`config.mk`:
```
export PLATFORM = sky130hd
export DESIGN_NAME = keyon_wake_detect
export DESIGN_NICKNAME = d
export VERILOG_FILES = /design/src/rtl/keyon_wake_detect.sv
export SDC_FILE = /design/constraint.sdc
export NUM_CORES = 1
export LEC_CHECK = 0
export BUFFER_PORTS_ARGS = -buffer_cell sky130_fd_sc_hd__buf_2
export CAP_MARGIN = 20
export CORE_AREA = 10 10 47 49
export CTS_CLUSTER_DIAMETER = 150
export DETAILED_ROUTE_END_ITERATION = 12
export DIE_AREA = 0 0 57 59
export PLACE_DENSITY_LB_ADDON = 0.25
export SYNTH_ARGS = -nofsm -noshare
export SYNTH_HDL_FRONTEND = slang
export SYNTH_SLANG_ARGS = --single-unit
```
`constraint.sdc`:
```
create_clock -name clk -period 1.25 [get_ports clk]
set_clock_uncertainty 0.15 [all_clocks]
set_input_delay 0.25 -clock clk [delete_from_list [all_inputs] [get_ports clk]]
set_output_delay 0.25 -clock clk [all_outputs]
set_load 0.02 [all_outputs]
```
`src/rtl/keyon_wake_detect.sv`:
```
module keyon_wake_detect #(
  parameter int NKEY = 8,
  parameter int SYNC = 2
) (
  input  logic            clk,
  input  logic            rst_n,
  input  logic [NKEY-1:0] key_pin,
  input  logic [NKEY-1:0] key_dir,
  input  logic [NKEY-1:0] key_undriven,
  input  logic            pullup_en,
  input  logic            lowpow,
  input  logic            irq_clr,
  output logic            irq_flag,
  output logic            wake
);

  logic [NKEY-1:0] lvl;
  logic            comb_lvl;
  logic [SYNC-1:0] sync_q;
  logic            prev_q;
  logic            fall;

  assign lvl      = key_dir | key_pin | ({NKEY{pullup_en}} & key_undriven);
  assign comb_lvl = &lvl;

  always_ff @(posedge clk or negedge rst_n) begin
    if (!rst_n) begin
      sync_q <= '1;
      prev_q <= 1'b1;
    end else begin
      sync_q <= {sync_q[SYNC-2:0], comb_lvl};
      prev_q <= sync_q[SYNC-1];
    end
  end

  assign fall = prev_q & ~sync_q[SYNC-1];

  always_ff @(posedge clk or negedge rst_n) begin
    if (!rst_n)       irq_flag <= 1'b0;
    else if (fall)    irq_flag <= 1'b1;
    else if (irq_clr) irq_flag <= 1'b0;
  end

  assign wake = lowpow & ~comb_lvl;

  assert_fall_sets_R2: assert property (@(posedge clk) disable iff (!rst_n)
    fall |=> irq_flag);

  assert_edge_wins_R5: assert property (@(posedge clk) disable iff (!rst_n)
    (fall && irq_clr) |=> irq_flag);

  assert_clear_R4: assert property (@(posedge clk) disable iff (!rst_n)
    (irq_clr && !fall) |=> !irq_flag);

  assert_hold_R4: assert property (@(posedge clk) disable iff (!rst_n)
    (irq_flag && !irq_clr) |=> irq_flag);

  assert_no_spurious_R9: assert property (@(posedge clk) disable iff (!rst_n)
    (!irq_flag && !fall) |=> !irq_flag);

endmodule

```
==> results.sh, run 1 <==
export IMPL_switchingPower_mw=0.127
export IMPL_final_net_count=87
export IMPL_cts_root_buffer="clkbuf_4"
export IMPL_worstMarginPinSlew_ns=0.286
export IMPL_numCtsBuffers=3
export IMPL_hold_start="irq_clr"
export IMPL_startpoint_type="primary input"
export IMPL_total_power_mw=0.477
export IMPL_timing_final_ws_setup_ns=-0.190
export IMPL_syn_cell_area_um2=211
export IMPL_cts_tree="yes"
export IMPL_drt_first_pass_iters=2
export IMPL_yosysTopAreaCell="dfstp_2"
export IMPL_area_growth_pct=149
export IMPL_synth_top_cell_area_share_pct=37.3
export IMPL_syn_inst=20
export IMPL_hold_viol_final=0
export IMPL_hold_depth=2
export IMPL_drive_gt1_share_pct=87.7
export IMPL_power_density_nw_per_um2=909
export IMPL_final_min_clock_period_ns=1.44
export IMPL_rr_startpoint="prev_q"
export IMPL_routed_wl_um=954
export IMPL_worstReg2RegEnd="irq_flag"
export IMPL_p_comb_share_pct=29.1
export IMPL_remaining_drc_errors=0
export IMPL_start_util_pct=15.1
export IMPL_synth_top_cells_by_area="dfstp_2 (37%), a211oi_1 (28%), dfrtp_1 (12%)"
export IMPL_syn_num_nets=49
export IMPL_first_global_vias=377
export IMPL_post_drt_wl_per_cell_um=13.1
export IMPL_setup_worst_path_end_class="output pin"
export IMPL_clkTransAtPathRegs_ns=0.05
export IMPL_antenna_cells=0
export IMPL_crit_fanout=8
export IMPL_outcome="finished, violations left"
export IMPL_die_w_um=57
export IMPL_rsz0062_at_grt="yes"
export IMPL_via_count=310
export IMPL_critPathKind="primary input to output pin"
export IMPL_dieArea_um2=3360
export IMPL_dr_first_iter_drc_count=2
export IMPL_layout_commonest_cell="buf_2"
export IMPL_slew_viol_final=0
export IMPL_violations="setup timing"
export IMPL_stdcell_count=73
export IMPL_setup_viol=1
export IMPL_final_cell_mix="buf_2 (28), a211oi_2 (7), clkbuf_4 (3), buf_6 (3), dfstp_2 (3)"
export IMPL_vias_per_cell=4.25
export IMPL_cts_htree_levels=1
export IMPL_hp_class="primary input to flop"
export IMPL_die_h_um=59
export IMPL_timing_reg2reg_setup_slack_ns=0.32
export IMPL_placed_cells=67
export IMPL_overflow=0
export IMPL_drv_cap=0
export IMPL_yosys_cell_types_count=9
export IMPL_switching_share_pct=26.6
export IMPL_yosys_warnings=0
export IMPL_io_buffers=30
export IMPL_arrival_ns=1.04
export IMPL_ys_seq_area_share_pct=49.1
export IMPL_ant_nets=0
export IMPL_crit_required_ns=0.85
export IMPL_grt_first_pass_wirelength_um=1470
export IMPL_placementRows=14
export IMPL_setup_tns_ns=-0.190
export IMPL_slew_headroom_pct=80.7
export IMPL_grt_max_degree=9
export IMPL_reg2reg_depth=2
export IMPL_core_um2=1400
export IMPL_clk_latency_ns=0.23
export IMPL_synth_seq_cells=4
export IMPL_hold_ws_ns=0.0538
export IMPL_seqPwrFrac_pct=32.8
export IMPL_cts_sinks=4
export IMPL_cts_buffer_depth=2
export IMPL_place_ws_ns=-0.300
export IMPL_avgSynthCellArea_um2=10.6
export IMPL_vdd_ir_drop_max_v=0.000452
export IMPL_clkPwrFrac_pct=38.1
export IMPL_io_pins=31
export IMPL_p_int_mw=0.350
export IMPL_clock_fmax_ghz=0.695
export IMPL_gp_congestion=0.601
export IMPL_post_route_period_util_pct=115
export IMPL_grtUsageTotal_pct=5.55
export IMPL_hold_end="irq_flag"
export IMPL_p_leak_nw=0.240
export IMPL_grt_antenna_before_repair=0
cells in the mapped netlist:
| library cell | count |
|---|---|
| inv_1 | 2 |
| buf_4 | 1 |
| dfstp_2 | 3 |
| nor4_1 | 2 |
| and2_1 | 1 |
| o22ai_1 | 1 |
| a211oi_1 | 8 |
| dfrtp_1 | 1 |
| a21boi_0 | 1 |
power by group through the flow:
stage | clock, mW | sequential [mW] | combinational, mW
floorplan | 0 | 0.164 | 0.0483
global placement | 0 | 0.157 | 0.119
detailed placement | 0 | 0.158 | 0.120
CTS | 0.189 | 0.157 | 0.137
global route | 0.205 | 0.158 | 0.151
finish | 0.182 | 0.157 | 0.139
layout make-up:
class / instances / area [um2]
inverter: 2 / 7.51
timing repair buffer: 34 / 211
sequential: 4 / 104
fill: 148 / 876
multi-input combinational: 13 / 156
clock buffer: 4 / 26.3
tap: 16 / 20.0
stage by stage:
step	area, um2	utilization, %
global placement	445	31.8
global route	526	37.5
finish	526	37.5
floorplan	275	-
CTS	514	36.7
detailed placement	445	31.8
state kept, by name, indices dropped and copies added, names as in the netlist:
signal / cells
sync_q: 2
prev_q: 1
irq_flag: 1
logic make-up (layout without fill, tap and decap cells):
logic type	Yosys count	count (layout)	synth area share, %
AOI/OAI and AO/OA	10	10	34.9
DFF	4	4	49.1
and+or+nand+nor	3	3	8.88
buffers and inverters	3	40	7.10
how the worst max path moves through the flow:
stage                    from  endpoint  slack (ns)  depth (start not counted)
floorplan           pullup_en      wake       -0.04                          4
global placement    pullup_en      wake       -0.30                          5
detailed placement  pullup_en      wake       -0.30                          5
CTS                 pullup_en      wake       -0.22                          6
global route        pullup_en      wake       -0.25                          6
finish              pullup_en      wake       -0.19                          6
repair_timing:
action                                  4_1_cts  5_1_grt
gates resized for setup                       7        2
endpoints found under the setup margin        1        1
pin swaps                                     2        2
buffers inserted                              1        0
hold endpoints to repair                      4        0
hold buffers                                  1        0
critical path: stages:
cell and delay [ns]:
buf_12 0.12, buf_4 0.13, a211oi_4 0.20, nor4_2 0.07, a21boi_2 0.14, buf_6 0.13
metal layers:
| metal | wire [um] | global-route usage, % | share of wire (%) | vias to the layer above |
|---|---|---|---|---|
| li1 | - | - | - | 152 |
| met1 | 331 | 4.43 | 35 | 138 |
| met2 | 472 | 9.15 | 49 | 20 |
| met3 | 150 | 6.22 | 16 | 0 |
| met4 | 0 | 1.01 | 0 | 0 |
| met5 | 0 | 0 | 0 | - |
(Power assumes the default switching activity.)
==> inputs of run 2 (changes only) <==
--- a/config.mk
+++ b/config.mk
@@ -11,6 +11,7 @@
 export CTS_CLUSTER_DIAMETER = 150
 export DETAILED_ROUTE_END_ITERATION = 12
 export DIE_AREA = 0 0 57 59
+export HOLD_SLACK_MARGIN = 0.02
 export PLACE_DENSITY_LB_ADDON = 0.25
 export SYNTH_ARGS = -nofsm -noshare
 export SYNTH_HDL_FRONTEND = slang
==> constraint.sdc (replaced) <==
create_clock -name clk -period 1.25 [get_ports clk]
set_clock_uncertainty 0.15 [all_clocks]
set_input_delay 0.25 -clock clk [delete_from_list [all_inputs] [get_ports clk]]
set_output_delay 0.25 -clock clk [all_outputs]
set_load 0.05 [all_outputs]
==> run 2 against run 1 <==
The flow still finishes with violations (setup timing). Non-clock buffer count fell by 3. Via count is 2.3% lower. Core utilization increased by 2.4 points. Register-to-register slack about the same. Worst setup slack improved by 0.0073 ns. Clock power about the same. Total power up 9.2%. Sequential cell count unchanged. Largest cell class is now multi-input combinational cells.
==> results.sh, run 2 (synthesis gave the netlist of run 1 again) <==
export IMPL_slowest_delay_ns=0.26
export IMPL_via_count=303
export IMPL_grt_max_degree=9
export IMPL_final_cell_mix="buf_2 (26), a211oi_4 (5), clkbuf_4 (4)"
export IMPL_clock_fmax_ghz=0.698
export IMPL_core_um2=1400
export IMPL_slowest_stage="a211oi_4"
export IMPL_crit_required_ns=0.85
export IMPL_arrival_ns=1.03
export IMPL_grt_first_pass_wirelength_um=1390
export IMPL_placementRows=14
export IMPL_path_depth=5
export IMPL_dr_first_iter_drc_count=0
export IMPL_largest_register_ffs=2
export IMPL_setup_viol=1
export IMPL_routed_wl_um=958
export IMPL_die_w_um=57
export IMPL_rsz0062_at_grt="yes"
export IMPL_power_density_nw_per_um2=932
export IMPL_cts_root_buffer="clkbuf_4"
export IMPL_gp_congestion=0.612
export IMPL_clkTransAtPathRegs_ns=0.05
export IMPL_vias_per_cell=4.33
export IMPL_io_buffers=30
export IMPL_slew_headroom_pct=80.6
export IMPL_violations="setup timing"
export IMPL_final_net_count=84
export IMPL_antenna_cells=0
export IMPL_utilization_pct=39.9
export IMPL_cts_htree_levels=1
export IMPL_remaining_drc_errors=0
export IMPL_grtUsageTotal_pct=5.07
export IMPL_slew_viol_final=0
export IMPL_drv_cap=0
export IMPL_cp_buffers_inverters=2
export IMPL_post_drt_wl_per_cell_um=13.7
export IMPL_worstMarginPinSlew_ns=0.289
export IMPL_first_global_vias=332
export IMPL_drive_gt1_share_pct=87.0
export IMPL_final_min_clock_period_ns=1.43
export IMPL_cts_sinks=4
export IMPL_area_growth_pct=164
export IMPL_crit_fanout=2
export IMPL_io_pins=31
export IMPL_vdd_ir_drop_max_v=0.000498
export IMPL_outcome="finished, violations left"
export IMPL_top_regs="sync_q: 2 flops, irq_flag: 1 flops, prev_q: 1 flops"
export IMPL_overflow=0
export IMPL_layout_commonest_cell="buf_2"
export IMPL_clk_latency_ns=0.24
export IMPL_critPathKind="primary input to output pin"
export IMPL_post_route_period_util_pct=115
export IMPL_hp_class="primary input to flop"
export IMPL_cts_tree="yes"
export IMPL_path_cells="buf_2 > a211oi_4 > nor4_4 > a21boi_4 > buf_6"
export IMPL_drt_first_pass_iters=1
export IMPL_p_leak_nw=0.238
export IMPL_numCtsBuffers=3
export IMPL_grt_antenna_before_repair=0
export IMPL_reg2reg_depth=2
export IMPL_cts_buffer_depth=2
export IMPL_place_ws_ns=-0.460
export IMPL_dieArea_um2=3360
export IMPL_die_h_um=59
export IMPL_ant_nets=0
export IMPL_hold_viol_final=0
export IMPL_largest_register="sync_q"
export IMPL_start_util_pct=15.1
export IMPL_critPathTopFamily="compound AO/OA/AOI/OAI gates"
export IMPL_hold_ws_ns=0.0524
export IMPL_hold_depth=2
export IMPL_startpoint_type="primary input"
export IMPL_timing_final_ws_setup_ns=-0.182
export IMPL_setup_worst_path_end_class="output pin"
-- run 2: per-layer routing --
layer / global-route usage (%) / up-vias / routed length [um]
met4: 2.01 / 0 / 0
met2: 7.13 / 16 / 469
met5: 0 / - / 0
li1: - / 145 / -
met3: 4.29 / 0 / 77
met1: 5.39 / 142 / 411
-- run 2: power breakdown --
group          total, mW  leakage (nW)  internal [mW]  switching, mW
Clock              0.182        0.0150          0.120         0.0613
Sequential         0.156        0.0440          0.151        0.00528
Combinational      0.183         0.179         0.0881         0.0950
-- run 2: path summary, 6_finish.rpt --
kind / start / end / slack [ns]
worst max-delay path: key_undriven[4] / wake / -0.18
worst max register to register: prev_q / irq_flag / 0.32
min in group asynchronous: rst_n / irq_flag / 0.19
worst min register to register: sync_q[1] / prev_q / 0.21
max in group asynchronous: rst_n / sync_q[1] / 0.55
worst min-delay path: irq_clr / irq_flag / 0.05
-- run 2: what timing repair did --
| item | CTS | global route |
|---|---|---|
| buffers inserted | 1 | 0 |
| hold endpoints to repair | 4 | 0 |
| resized for setup | 6 | 9 |
| hold buffers | 1 | 0 |
| endpoints found under the setup margin | 1 | 2 |
| pin swaps | 3 | 4 |
-- run 2: area by class of cell --
| cell class | count | area (um2) |
|---|---|---|
| multi-input combinational | 13 | 211 |
| fill | 144 | 842 |
| inverter | 2 | 7.51 |
| timing repair buffer | 31 | 190 |
| sequential | 4 | 104 |
| tap | 16 | 20.0 |
| clock buffer | 4 | 26.3 |
-- run 2: through the flow --
stage	TNS, ns	cell area, um2	total power, mW	std cells
2_1_floorplan	-0.150	283	0.236	20
3_3_place_gp	-0.568	445	0.302	66
3_5_place_dp	-0.617	445	0.302	66
4_1_cts	-0.254	503	0.503	71
5_1_grt	-0.229	559	0.554	70
6_report	-0.182	559	0.521	70
